==> src/rtl/rsv_pkg.sv <==
package rsv_pkg;

    localparam int SIZE_W = 2;

    typedef enum logic [1:0] {
        OP_IDLE = 2'b00,
        OP_LR   = 2'b01,
        OP_SC   = 2'b10,
        OP_RSVD = 2'b11
    } rsv_op_e;

    typedef struct packed {
        logic is_lr;
        logic is_sc;
        logic align_err;
        logic attr_err;
        logic clean;
    } req_chk_t;

    typedef struct packed {
        logic valid;
        logic sc_ok;
        logic align_err;
        logic attr_err;
    } rsp_t;

    // Low address byte must be a multiple of the access size.
    function automatic logic low_aligned(input logic [7:0] lo, input logic [SIZE_W-1:0] sz);
        logic [7:0] mask;
        mask = (8'd1 << sz) - 8'd1;
        return (lo & mask) == 8'd0;
    endfunction

endpackage

==> src/rtl/rsv_req_check.sv <==
module rsv_req_check
    import rsv_pkg::*;
#(
    parameter int ADDR_W    = 32,
    parameter bit TRAP_ATTR = 1'b1
) (
    input  logic [1:0]        op,
    input  logic [7:0]        addr_lo,
    input  logic [SIZE_W-1:0] size,
    input  logic              wt,
    input  logic              ci,
    output req_chk_t          chk
);
    logic attr_bad;

    generate
        if (TRAP_ATTR) begin : g_trap
            assign attr_bad = wt | ci;
        end else begin : g_notrap
            logic unused_attr;
            assign unused_attr = wt ^ ci;
            assign attr_bad    = 1'b0;
        end
    endgenerate

    always_comb begin
        chk.is_lr     = (op == OP_LR);
        chk.is_sc     = (op == OP_SC);
        chk.align_err = (chk.is_lr | chk.is_sc) & ~low_aligned(addr_lo, size);
        chk.attr_err  = (chk.is_lr | chk.is_sc) & attr_bad;
        chk.clean     = ~chk.align_err & ~chk.attr_err;
    end
endmodule

==> src/rtl/rsv_store.sv <==
module rsv_store #(
    parameter int ADDR_W   = 32,
    parameter int GRAN_LG2 = 6,
    localparam int GRAN_W  = ADDR_W - GRAN_LG2
) (
    input  logic              clk,
    input  logic              rst,
    input  logic              set,
    input  logic              drop,
    input  logic [GRAN_W-1:0] req_gran,
    input  logic              snp_valid,
    input  logic [GRAN_W-1:0] snp_gran,
    output logic              valid,
    output logic [GRAN_W-1:0] gran,
    output logic              req_hit,
    output logic              snp_hit
);
    assign req_hit = valid & (req_gran == gran);
    assign snp_hit = valid & snp_valid & (snp_gran == gran);

    always_ff @(posedge clk) begin
        if (rst) begin
            valid <= 1'b0;
            gran  <= '0;
        end else if (set) begin
            valid <= 1'b1;
            gran  <= req_gran;
        end else if (drop || snp_hit) begin
            valid <= 1'b0;
        end
    end
endmodule

==> src/rtl/rsv_monitor.sv <==
module rsv_monitor
    import rsv_pkg::*;
#(
    parameter int ADDR_W    = 32,
    parameter int GRAN_LG2  = 6,
    parameter bit TRAP_ATTR = 1'b1
) (
    input  logic              clk,
    input  logic              rst,
    input  logic [1:0]        req_op,
    input  logic [ADDR_W-1:0] req_addr,
    input  logic [1:0]        req_size,
    input  logic              req_wt,
    input  logic              req_ci,
    input  logic              snoop_valid,
    input  logic [ADDR_W-1:0] snoop_addr,
    output logic              rsp_valid,
    output logic              rsp_sc_ok,
    output logic              rsp_align_err,
    output logic              rsp_attr_err,
    output logic              resv_valid
);
    localparam int GRAN_W = ADDR_W - GRAN_LG2;

    req_chk_t          chk;
    rsp_t              rsp_d, rsp_q;
    logic              hit, snp_hit;
    logic [GRAN_W-1:0] resv_gran;
    logic              unused_lo;

    assign unused_lo = ^{req_addr[GRAN_LG2-1:0], snoop_addr[GRAN_LG2-1:0]};

    rsv_req_check #(.ADDR_W(ADDR_W), .TRAP_ATTR(TRAP_ATTR)) u_check (
        .op     (req_op),
        .addr_lo(req_addr[7:0]),
        .size   (req_size),
        .wt     (req_wt),
        .ci     (req_ci),
        .chk    (chk)
    );

    rsv_store #(.ADDR_W(ADDR_W), .GRAN_LG2(GRAN_LG2)) u_store (
        .clk      (clk),
        .rst      (rst),
        .set      (chk.is_lr & chk.clean),
        .drop     (chk.is_sc),
        .req_gran (req_addr[ADDR_W-1:GRAN_LG2]),
        .snp_valid(snoop_valid),
        .snp_gran (snoop_addr[ADDR_W-1:GRAN_LG2]),
        .valid    (resv_valid),
        .gran     (resv_gran),
        .req_hit  (hit),
        .snp_hit  (snp_hit)
    );

    always_comb begin
        rsp_d.valid     = chk.is_lr | chk.is_sc;
        rsp_d.sc_ok     = chk.is_sc & chk.clean & hit & ~snp_hit;
        rsp_d.align_err = chk.align_err;
        rsp_d.attr_err  = chk.attr_err;
    end

    always_ff @(posedge clk) begin
        if (rst) rsp_q <= '0;
        else     rsp_q <= rsp_d;
    end

    assign rsp_valid     = rsp_q.valid;
    assign rsp_sc_ok     = rsp_q.sc_ok;
    assign rsp_align_err = rsp_q.align_err;
    assign rsp_attr_err  = rsp_q.attr_err;
endmodule

==> config.mk <==
export PLATFORM = sky130hd
export DESIGN_NAME = rsv_monitor
export DESIGN_NICKNAME = d
export VERILOG_FILES = /design/src/rtl/rsv_pkg.sv /design/src/rtl/rsv_req_check.sv /design/src/rtl/rsv_store.sv /design/src/rtl/rsv_monitor.sv
export SDC_FILE = /design/constraint.sdc
export NUM_CORES = 1
export LEC_CHECK = 0
export BUFFER_PORTS_ARGS = -buffer_cell sky130_fd_sc_hd__buf_4
export CORE_MARGIN = 5
export CORE_UTILIZATION = 48
export DETAILED_ROUTE_END_ITERATION = 8
export PLACE_DENSITY = 0.8
export SLEW_MARGIN = 20
export SYNTH_ARGS = -nofsm -noshare
export SYNTH_HDL_FRONTEND = slang
export SYNTH_HIERARCHICAL = 1
export SYNTH_SLANG_ARGS = --single-unit
==> constraint.sdc <==
create_clock -name clk -period 3.45 [get_ports clk]
set_clock_uncertainty 0.1 [all_clocks]
set_input_delay 0.345 -clock clk [delete_from_list [all_inputs] [get_ports clk]]
set_output_delay 0.345 -clock clk [all_outputs]
set_load 0.05 [all_outputs]
### Word-level counts from Yosys, hierarchy flattened

Index checks and enable logic that the tools add are counted.

* add/sub/neg operators: 1
* eq/ne operators: 4
* shifts and indexed selects: 1
* muxes and demuxes: 2
* bitwise gates (word level): 17
* reduce and logical (&&, ||, !) cells: 3

Operator list (number)
* == test 26 bit: 2
* AND 1 bit: 10
* AND 8 bit: 1
* logical NOT 8 bit: 1
* left shift 1 x 2 -> 8 bit (first input constant): 1
* subtractor 8 x 1 -> 8 bit (second input constant): 1
* NOT 1 bit: 4
* == test 2 x 1 -> 1 bit (second input constant): 1
* == test 2 bit (second input constant): 1
* 2-to-1 mux 1 bit: 2
* OR 1 bit: 2
* nonzero test 2 bit: 1
* logical OR 1 bit: 1

* bits in registers: 31
* input port bits: 73
* word-level logic and storage cells: 34

### Logic depth before layout (Yosys ltp)

* depth after elaboration: 11
* mapped depth: 11
* mapped depth without buffers: 10

### By module

The synthesis kept the hierarchy.

Modules (own cells, without submodules)
* rsv_store: times used 1, cells each 175, area an instance 1642.8 um^2
* rsv_req_check: times used 1, cells each 21, area an instance 142.6 um^2
* rsv_monitor: times used 1, cells each 11, area an instance 121.4 um^2

### Worst setup path before layout

OpenSTA, ideal clock, no wires.

* path kind: in2reg
* start point: in req_size[1]
* end point: reg u_store.gran[0]
* arrival: 2.365 ns
* path slack: 0.858 ns
* stages: 10
* buffers on the path: 2
* cell sequence: or2_2 ha_1 inv_1 a222oi_1 a41o_1 and2_1 buf_2 buf_2 mux2i_1 nor2_1

RTL lines
* from (decl): RTL line rsv_monitor.sv:12 `input logic [1:0] req_size,`
* to (signal assigned): RTL line rsv_store.sv:27 `gran <= req_gran;`
* to (decl): RTL line rsv_store.sv:14 `output logic [GRAN_W-1:0] gran,`

==> reports/metrics.cfg <==
[status]
outcome=completed

[cts]
cts_tree=built
cts_sinks=31
insertion_delay_ns=0.27
cts_max_path_buffers=2
post_cts_buffers=0
cts_resized=0
clkTransAtPathRegs_ns=0.06
htree_num_levels=2
cts-hold-fix-buffers=0
cts-root-buf=clkbuf_8
cts_made_buffers=5

[timing]
finalHoldViolations=0
rsz0062_at_grt=false
fin_crit_sh_pct=72.68
setup_slack_ns=0.9426
min_period_ns=2.507
timing.fmax_mhz=398.8
slew_violations=0
holdWs_ns=0.2190
tightestPinTransition_ns=0.4104
setup_viol=0
maxSlewHeadroom_pct=72.64
fin_setup_tns_ns=0

[global_routing]
grt_pass1_wl_mm=7.231
grt_max_degree=32
antenna_found_initial=0
grt-ovfl-total=0
grtUsageTotal_pct=17.50
grt_pass1_vias=1667

[worst_setup_path]
crit_chain=buf_4 -> or2_2 -> ha_1 -> inv_1 -> a222oi_1 -> a41o_1 -> and2_1 -> buf_4 -> nor4_1 -> nand3_1 -> o41a_1
critPathArrivalTime_ns=2.57
worst_setup_path_end_kind=register
cpMaxStageDelayCell=o41a_1
reg2reg_to=rsp_sc_ok
r2r_slack_ns=1.39
crit_path_start_kind=primary input
critPathMaxFanout=14
startpoint=req_size[1]
cpPeakStageDelay_ns=0.31
critPathCapture=u_store/valid
cp_common_cell=buf_4
r2r-start=u_store/gran[17]
r2r.worst_path.cells=6
worst-endpoint-required_ns=3.51
worstSetupPathType=in2reg

[power_and_ir_drop]
power.density_mw_per_mm2=342.2
switchingPower_uw=244.0
power_uw=874.7
swShare_pct=27.90
p_seq_share_pct=44.9
p_leak_nw=1.087
pwr-share-clk_pct=29.2
vdd_drop_max_mv=0.2208
intPower_uw=630.7
pwr-share-comb_pct=25.9

[synth]
netlist_area_mm2=0.001907
synth-async-reset-ratio_pct=0
syn_inst=207
synthMuxAreaShare_pct=13.65
synth.distinct_cells=33
synth_common_cells=32 x nor2_1, 31 x dfxtp_1, 30 x xnor2_1
synth_top_area_cell=dfxtp_1
ys_seq_area_share_pct=32.55
synth.avg_cell_area_um2=9.212
syn-num-nets=284
synth_xor_area_share_pct=24.67
synthDominantCellAreaShare_pct=32.55
synth-edff-count=0
synth_flop_cell=dfxtp_1
netlist_top_cells_area=dfxtp_1 33%, xnor2_1 14%, mux2i_1 14%
synthAdderAreaFrac_pct=2.625
synth_most_common_cell=nor2_1
synth_compound_area_share_pct=4.003
yosysWarnings=6
synth_top_family_by_area=XOR/XNOR gates
synth-simple-area-share_pct=19.36
synth_seq_cells=31

[detailed_routing]
drt_pass1_iterations=7
via_per_inst=5.161
routedWlPerCell_um=14.27
finalWirelength_mm=4.694
remaining_drc_errors=0
drt_iter0_drc=83
vias=1698
antenna_left=0

[finish]
finalNonFillerCells=329
nFillCells=373
final_cell_area_mm2=0.002556
drive_above_1_share_pct=30.82
fin_nets=357
fin_util_pct=65.31
regArea_um2=620.6
multiInputGateArea_mm2=0.001226
num_antenna_cells=0
syn2layout_area_growth_pct=34.06

[placed_design]
portBuffers=70
dp_hpwl_mm=3.802
dp_cells=323
place_congestion=0.8400
placed_area_mm2=0.002484
pre_cts_ws_ns=0.6612

[floorplanning]
die_area_mm2=0.005333
io_pins=78
die_width_um=73.03
dieHeight_um=73.03
row_count=23
start_util_pct=48.72
core_mm2=0.003914

[min_path]
min_path_type=in2reg

[job]
cap_violations=0

state kept, by name (all words and copies together), names as in the netlist:
name / count
u_store/valid: 1
u_store/gran: 26
rsp_sc_ok: 1
rsp_valid: 1
rsp_align_err: 1
rsp_attr_err: 1
logic make-up (layout without fill, tap and decap cells):
logic type	Yosys count	in the layout
buffers and inverters	15	87
muxes	26	26
DFF	31	31
xor gates and xnor gates	52	52
and+or+nand+nor	69	69
AOI/OAI and AO/OA	10	10
adders and majority gates	4	4
worst max-delay path, delay by kind of cell:
kind,cells,cell delay [ns]
buf+inv,3,0.38
compound gates,3,0.69
simple gates,4,0.85
fa+ha+maj,1,0.29
area by class of cell:
class | count | area share (%)
multi-input cells | 161 | 47.97
flip-flops and latches | 31 | 24.28
repair buffers | 72 | 21.15
clock buffers | 6 | 2.839
well taps | 50 | 2.447
inverters | 9 | 1.322
cell usage in the layout (no fill, tap or decap), types with 4 or more instances in the layout:
cell,n
buf_4,72
clkbuf_8,5
dfxtp_1,31
ha_1,4
inv_1,9
mux2i_1,26
nand2_1,4
nand3_1,4
nand4_1,8
nor2_1,32
nor4_1,7
xnor2_1,30
xor2_1,20
power groups by stage:
stage,clock (mW),sequential (mW),combinational [mW]
2_1_floorplan,0,0.410,0.116
3_3_place_gp,0,0.400,0.221
3_5_place_dp,0,0.401,0.225
4_1_cts,0.264,0.393,0.226
5_1_grt,0.277,0.395,0.245
6_report,0.255,0.393,0.226
worst min-delay path by stage:
stage	from	to	slack, ns	depth (start not counted)
2_1_floorplan	rst	rsp_sc_ok	0.32	1
3_3_place_gp	u_store/gran[7]	u_store/gran[7]	0.44	2
3_5_place_dp	u_store/gran[12]	u_store/gran[12]	0.45	2
4_1_cts	req_addr[17]	u_store/gran[11]	0.21	3
5_1_grt	req_addr[28]	u_store/gran[22]	0.23	3
6_report	req_addr[10]	u_store/gran[4]	0.22	3
routing by layer:
layer  vias to the layer above  global-route usage, %  share of wire [%]
li1                        851                      -                  -
met1                       788                  20.46                 41
met5                         -                      0                  0
met3                         4                  3.030                6.3
met4                         0                  7.172               0.96
met2                        55                  31.18                 51
(Power assumes the default switching activity.)
